<file path="src/rtl/dor_pkg.sv">
package dor_pkg;
  typedef enum logic [2:0] {
    PORT_LOCAL = 3'd0,
    PORT_XPOS  = 3'd1,
    PORT_XNEG  = 3'd2,
    PORT_YPOS  = 3'd3,
    PORT_YNEG  = 3'd4
  } port_e;
endpackage

</file>
<file path="src/rtl/dor_axis.sv">
module dor_axis #(
  parameter int CW = 3
) (
  input  logic [CW-1:0] dst,
  input  logic [CW-1:0] own,
  output logic          pos,
  output logic          nonzero,
  output logic [CW-1:0] mag
);
  always_comb begin
    pos     = dst > own;
    nonzero = dst != own;
    mag     = pos ? (dst - own) : (own - dst);
  end
endmodule

</file>
<file path="src/rtl/dor_decide.sv">
module dor_decide
  import dor_pkg::*;
#(
  parameter int RADIX = 5,
  parameter int CW    = 3
) (
  input  logic [CW-1:0] dst_x,
  input  logic [CW-1:0] dst_y,
  input  logic [1:0]    pos,
  input  logic [1:0]    nonzero,
  input  logic [CW-1:0] mag_x,
  input  logic [CW-1:0] mag_y,
  output port_e         port,
  output logic [CW-1:0] hops_x,
  output logic [CW-1:0] hops_y,
  output logic          err
);
  localparam logic [CW:0] LIMIT = (CW+1)'(RADIX);

  logic bad_x, bad_y;

  always_comb begin
    bad_x = {1'b0, dst_x} >= LIMIT;
    bad_y = {1'b0, dst_y} >= LIMIT;
    err    = bad_x | bad_y;
    port   = PORT_LOCAL;
    hops_x = '0;
    hops_y = '0;
    if (!err) begin
      if (nonzero[0]) begin
        port   = pos[0] ? PORT_XPOS : PORT_XNEG;
        hops_x = mag_x - CW'(1);
        hops_y = mag_y;
      end else if (nonzero[1]) begin
        port   = pos[1] ? PORT_YPOS : PORT_YNEG;
        hops_y = mag_y - CW'(1);
      end
    end
  end
endmodule

</file>
<file path="src/rtl/dor_stage.sv">
module dor_stage #(
  parameter int W = 8
) (
  input  logic         clk,
  input  logic         rst,
  input  logic         up_valid,
  output logic         up_ready,
  input  logic [W-1:0] up_data,
  output logic         dn_valid,
  input  logic         dn_ready,
  output logic [W-1:0] dn_data
);
  assign up_ready = !dn_valid || dn_ready;

  always_ff @(posedge clk) begin
    if (rst) begin
      dn_valid <= 1'b0;
      dn_data  <= '0;
    end else if (up_ready) begin
      dn_valid <= up_valid;
      if (up_valid) dn_data <= up_data;
    end
  end
endmodule

</file>
<file path="src/rtl/dor_route_unit.sv">
module dor_route_unit
  import dor_pkg::*;
#(
  parameter int RADIX = 5,
  parameter int CW    = 3
) (
  input  logic          clk,
  input  logic          rst,
  input  logic          in_valid,
  output logic          in_ready,
  input  logic [CW-1:0] in_dst_x,
  input  logic [CW-1:0] in_dst_y,
  input  logic [CW-1:0] own_x,
  input  logic [CW-1:0] own_y,
  output logic          out_valid,
  input  logic          out_ready,
  output logic [2:0]    out_port,
  output logic [CW-1:0] out_hops_x,
  output logic [CW-1:0] out_hops_y,
  output logic          out_err
);
  localparam int NDIM = 2;
  localparam int PW   = 1 + 3 + 2 * CW;

  logic [CW-1:0] dst_v [NDIM];
  logic [CW-1:0] own_v [NDIM];
  logic [CW-1:0] mag_v [NDIM];
  logic [NDIM-1:0] pos_v, nz_v;

  assign dst_v[0] = in_dst_x;
  assign dst_v[1] = in_dst_y;
  assign own_v[0] = own_x;
  assign own_v[1] = own_y;

  for (genvar d = 0; d < NDIM; d++) begin : g_axis
    dor_axis #(.CW(CW)) u_axis (
      .dst(dst_v[d]), .own(own_v[d]),
      .pos(pos_v[d]), .nonzero(nz_v[d]), .mag(mag_v[d])
    );
  end

  port_e         nx_port;
  logic [CW-1:0] nx_hx, nx_hy;
  logic          nx_err;

  dor_decide #(.RADIX(RADIX), .CW(CW)) u_decide (
    .dst_x(in_dst_x), .dst_y(in_dst_y),
    .pos(pos_v), .nonzero(nz_v),
    .mag_x(mag_v[0]), .mag_y(mag_v[1]),
    .port(nx_port), .hops_x(nx_hx), .hops_y(nx_hy), .err(nx_err)
  );

  logic [PW-1:0] pk_in, pk_out;
  assign pk_in = {nx_err, nx_port, nx_hx, nx_hy};

  dor_stage #(.W(PW)) u_stage (
    .clk(clk), .rst(rst),
    .up_valid(in_valid), .up_ready(in_ready), .up_data(pk_in),
    .dn_valid(out_valid), .dn_ready(out_ready), .dn_data(pk_out)
  );

  assign {out_err, out_port, out_hops_x, out_hops_y} = pk_out;
endmodule

</file>
<file path="config.mk">
export PLATFORM = sky130hd
export DESIGN_NAME = dor_route_unit
export DESIGN_NICKNAME = d
export VERILOG_FILES = /design/src/rtl/dor_pkg.sv /design/src/rtl/dor_axis.sv /design/src/rtl/dor_decide.sv /design/src/rtl/dor_stage.sv /design/src/rtl/dor_route_unit.sv
export SDC_FILE = /design/constraint.sdc
export NUM_CORES = 1
export LEC_CHECK = 0
export ABC_AREA = 0
export BUFFER_PORTS_ARGS = -buffer_cell sky130_fd_sc_hd__buf_2
export CORE_MARGIN = 1.5
export CORE_UTILIZATION = 58
export CTS_CLUSTER_DIAMETER = 80
export CTS_CLUSTER_SIZE = 30
export DETAILED_ROUTE_END_ITERATION = 12
export GPL_TIMING_DRIVEN = 0
export PLACE_DENSITY = 0.81
export SYNTH_ARGS = -nofsm -noshare
export SYNTH_HDL_FRONTEND = slang
export SYNTH_HIERARCHICAL = 1
export SYNTH_SLANG_ARGS = --single-unit
</file>
<file path="constraint.sdc">
create_clock -name clk -period 7.25 [get_ports clk]
set_clock_uncertainty 0.15 [all_clocks]
set_input_delay 0.725 -clock clk [delete_from_list [all_inputs] [get_ports clk]]
set_output_delay 0.725 -clock clk [all_outputs]
set_load 0.01 [all_outputs]
</file>
==> flow_metrics.env <==
export IMPL_antenna_found_initial=0
export IMPL_track_usage_pct=23.0
export IMPL_cts_buffer_depth=2
export IMPL_synth_top_area_cell="dfxtp_1"
export IMPL_min_path_type="reg2reg"
export IMPL_clock_sinks=11
export IMPL_synth_cell_types=37
export IMPL_fin_nets=204
export IMPL_criticalPathCategory="in2reg"
export IMPL_critPathRequiredTime_ns=7.30
export IMPL_hold_viol_final=0
export IMPL_finalSetupViolCount=0
export IMPL_htree_levels=1
export IMPL_p_sw_share_pct=35.6
export IMPL_rsz0062_at_grt="no"
export IMPL_crit_buf_inv=3
export IMPL_port_buffers=27
export IMPL_cp_arrival_ns=3.22
export IMPL_grt_pass1_vias=1058
export IMPL_yosysSeqAreaShare_pct=18.1
export IMPL_worstHoldStart="u_stage/dn_data[6]"
export IMPL_syn_mean_instance_area_um2=8.69
export IMPL_synth_area_top_cells="dfxtp_1 (18%), ha_1 (12%), a21bo_1 (6.6%)"
export IMPL_grt_max_degree=11
export IMPL_wl_per_cell_um=12.6
export IMPL_cpMaxStageDelayCell="or3b_1"
export IMPL_clk_pin_slew_ns=0.07
export IMPL_cts_root_buffer="clkbuf_4"
export IMPL_via_count=1109
export IMPL_grt_overflow_total=0
export IMPL_drc=0
export IMPL_synth_xor_area_share_pct=0.720
export IMPL_antennaDiodeCount=0
export IMPL_status="finished clean"
export IMPL_grt_pass1_wl_mm=4.43
export IMPL_p_int_uw=123
export IMPL_slew_viol_final=0
export IMPL_post_cts_resized=0
export IMPL_ys_warn_count=6
export IMPL_firstDrtPassIters=4
export IMPL_die_h_um=48.8
export IMPL_period_share_pct=43.7
export IMPL_synthAdderAreaFrac_pct=18.9
export IMPL_max_freq_ghz=0.316
export IMPL_reg2reg_from="u_stage/dn_valid"
export IMPL_async_reset_ff_share_pct=0
export IMPL_synth_seq_cells=11
export IMPL_ios=28
export IMPL_fin_setup_tns_ns=0
export IMPL_path_cells="buf_2 -> inv_1 -> ha_1 -> and2b_1 -> o21ai_2 -> a21boi_2 -> mux2i_1 -> inv_1 -> ha_1 -> or3b_1 -> a211oi_2 -> nand3_1 -> a21oi_2"
export IMPL_numCtsBuffers=3
export IMPL_fin_cells=198
export IMPL_die_x_um=48.8
export IMPL_synth_top_family_by_area="compound AO/OA/AOI/OAI gates"
export IMPL_layout_area_overhead_vs_synth_pct=16.0
export IMPL_drive_gt1_share_pct=36.3
export IMPL_synthSimpleGateAreaFrac_pct=22.8
export IMPL_maxCapViolations=0
export IMPL_reg2reg_to="u_stage/dn_data[5]"
export IMPL_leakage_uw=0.000667
export IMPL_dieArea_um2=2380
export IMPL_rows=16
export IMPL_start_kind="input port"
export IMPL_hold_path_end="u_stage/dn_data[6]"
export IMPL_synthMuxAreaShare_pct=1.65
export IMPL_cp_slowest_stage_delay_ns=0.37
export IMPL_seqPwrFrac_pct=34.2
export IMPL_ir_drop_v=0.000133
export IMPL_ff2ff_setup_slack_ns=6.10
export IMPL_yosysTopAreaCellShare_pct=18.1
export IMPL_p_sw_uw=68.0
export IMPL_routed_wl_mm=2.50
export IMPL_synth_fp_nets=172
export IMPL_tightest_slew_ns=0.279
export IMPL_drtAntennaViolNets=0
export IMPL_synth_edff_count=0
export IMPL_start_util_pct=62.0
export IMPL_syn_area_um2=1220
export IMPL_hold_buffers=0
export IMPL_synth_compound_area_share_pct=27.9
export IMPL_core_area_um2=1960
export IMPL_synth_ff_type="dfxtp_1"
export IMPL_hpwl_mm=1.99
export IMPL_viasPerCell=5.60
export IMPL_syn_inst=140
export IMPL_place_congestion=0.831
export IMPL_reg2regPathDepth=4
export IMPL_crit_family="simple AND/OR/NAND/NOR gates"
export IMPL_cp_end_kind="flip-flop"
export IMPL_slew_headroom_pct=81.1
export IMPL_crit_fanout=4
export IMPL_placed_cells=194
export IMPL_pwr_density_cell_nw_per_um2=135
export IMPL_post_cts_buffers=0
export IMPL_pwr_share_comb_pct=43.7
export IMPL_drt_iter0_drc=28
export IMPL_cts_tree="done"
export IMPL_clk_latency_ns=0.27
export IMPL_power_share_clock_pct=22.0
export IMPL_hold_depth=2
export IMPL_fin_crit_ns=3.17
-- cell type report --
| cell class | instances | area [µm²] |
|---|---|---|
| multi-input combinational | 102 | 876 |
| fill | 176 | 551 |
| sequential | 11 | 220 |
| timing repair buffer | 27 | 135 |
| inverter | 19 | 71.3 |
| buffer | 8 | 48.8 |
| tap | 27 | 33.8 |
| clock buffer | 4 | 26.3 |
-- per-stage QoR --
step	power, µW	hold slack [ns]	area (µm²)	setup WS (ns)	utilization, %
3_3_place_gp	146	0.404	1390	3.92	70.6
3_5_place_dp	149	0.417	1390	3.84	70.6
5_1_grt	206	0.443	1410	3.96	71.9
6_report	191	0.429	1410	4.08	71.9
4_1_cts	192	0.434	1410	4.10	71.9
2_1_floorplan	128	0.443	1220	4.26	-
-- synth_stat cells (2+ instances only) --
master     n
nand3b_1   2
or3b_1     2
and2_2     2
o221a_2    2
fa_1       4
o21ai_2    2
a211oi_2   2
a211oi_1   2
nor2_1     4
o21a_1     2
inv_1     19
nand3_2    2
dfxtp_1   11
or3_1      2
a21oi_2    8
nor4b_1    3
and2b_1    2
nand2_1    8
a21oi_1    5
mux2i_1    2
o221ai_1   2
buf_2      6
a21bo_2    2
a21bo_1    8
nand3_1   12
ha_1      12
a21boi_2   2
-- cells in the final DEF, fill, tap and decap left out, types with 3 or more instances in the layout --
cell type	count
a21bo_1	8
a21oi_1	5
a21oi_2	8
buf_2	33
clkbuf_4	3
dfxtp_1	11
fa_1	4
ha_1	12
inv_1	19
nand2_1	8
nand3_1	12
nor2_1	4
nor4b_1	3
-- worst reg2reg max path: stages, from the launching register on --
cell	delay [ns]
dfxtp_1	0.38
nand2b_4	0.08
buf_6	0.14
a21bo_1	0.21
a21oi_2	0.13
-- routing by layer --
layer / up-vias / global-route usage [%] / share of wire [%] / wire length, µm
li1: 550 / - / - / -
met1: 538 / 29.3 / 46 / 1150
met2: 21 / 40.4 / 51 / 1280
met3: 0 / 5.83 / 2.8 / 69
met4: 0 / 2.38 / 0 / 0
met5: - / 0 / 0 / 0
-- how the worst max path moves through the flow --
| stage | depth (start not counted) | to | start | slack (ns) |
|---|---|---|---|---|
| global route | 13 | u_stage/dn_data[1] | in_dst_y[1] | 3.96 |
| global placement | 13 | u_stage/dn_data[1] | in_dst_y[1] | 3.92 |
| floorplan | 12 | u_stage/dn_data[1] | in_dst_y[1] | 4.26 |
| CTS | 13 | u_stage/dn_data[1] | in_dst_y[1] | 4.10 |
| finish | 13 | u_stage/dn_data[1] | in_dst_y[1] | 4.08 |
| detailed placement | 13 | u_stage/dn_data[1] | in_dst_y[1] | 3.84 |
-- flip-flops by register name (all words and copies together), names as in the netlist --
name / cells
u_stage/dn_data: 10
u_stage/dn_valid: 1
-- power by group through the flow --
| stage | registers, µW | logic, µW | clock network [µW] |
|---|---|---|---|
| after floorplan | 68.3 | 59.9 | 0 |
| after global placement | 66.5 | 79.4 | 0 |
| after detailed placement | 66.8 | 82.6 | 0 |
| after CTS | 65.4 | 83.1 | 43.5 |
| after global routing | 65.9 | 93.3 | 47.3 |
| final | 65.4 | 83.5 | 42.1 |
-- cell families (layout without fill, tap and decap cells) --
family / after synthesis / count (layout)
AOI/OAI and AO/OA: 38 / 38
xor gates and xnor gates: 1 / 1
adders and majority gates: 16 / 16
buffers and inverters: 27 / 58
DFF: 11 / 11
muxes: 2 / 2
and+or+nand+nor: 45 / 45
Power figures use the tool's default switching activity.
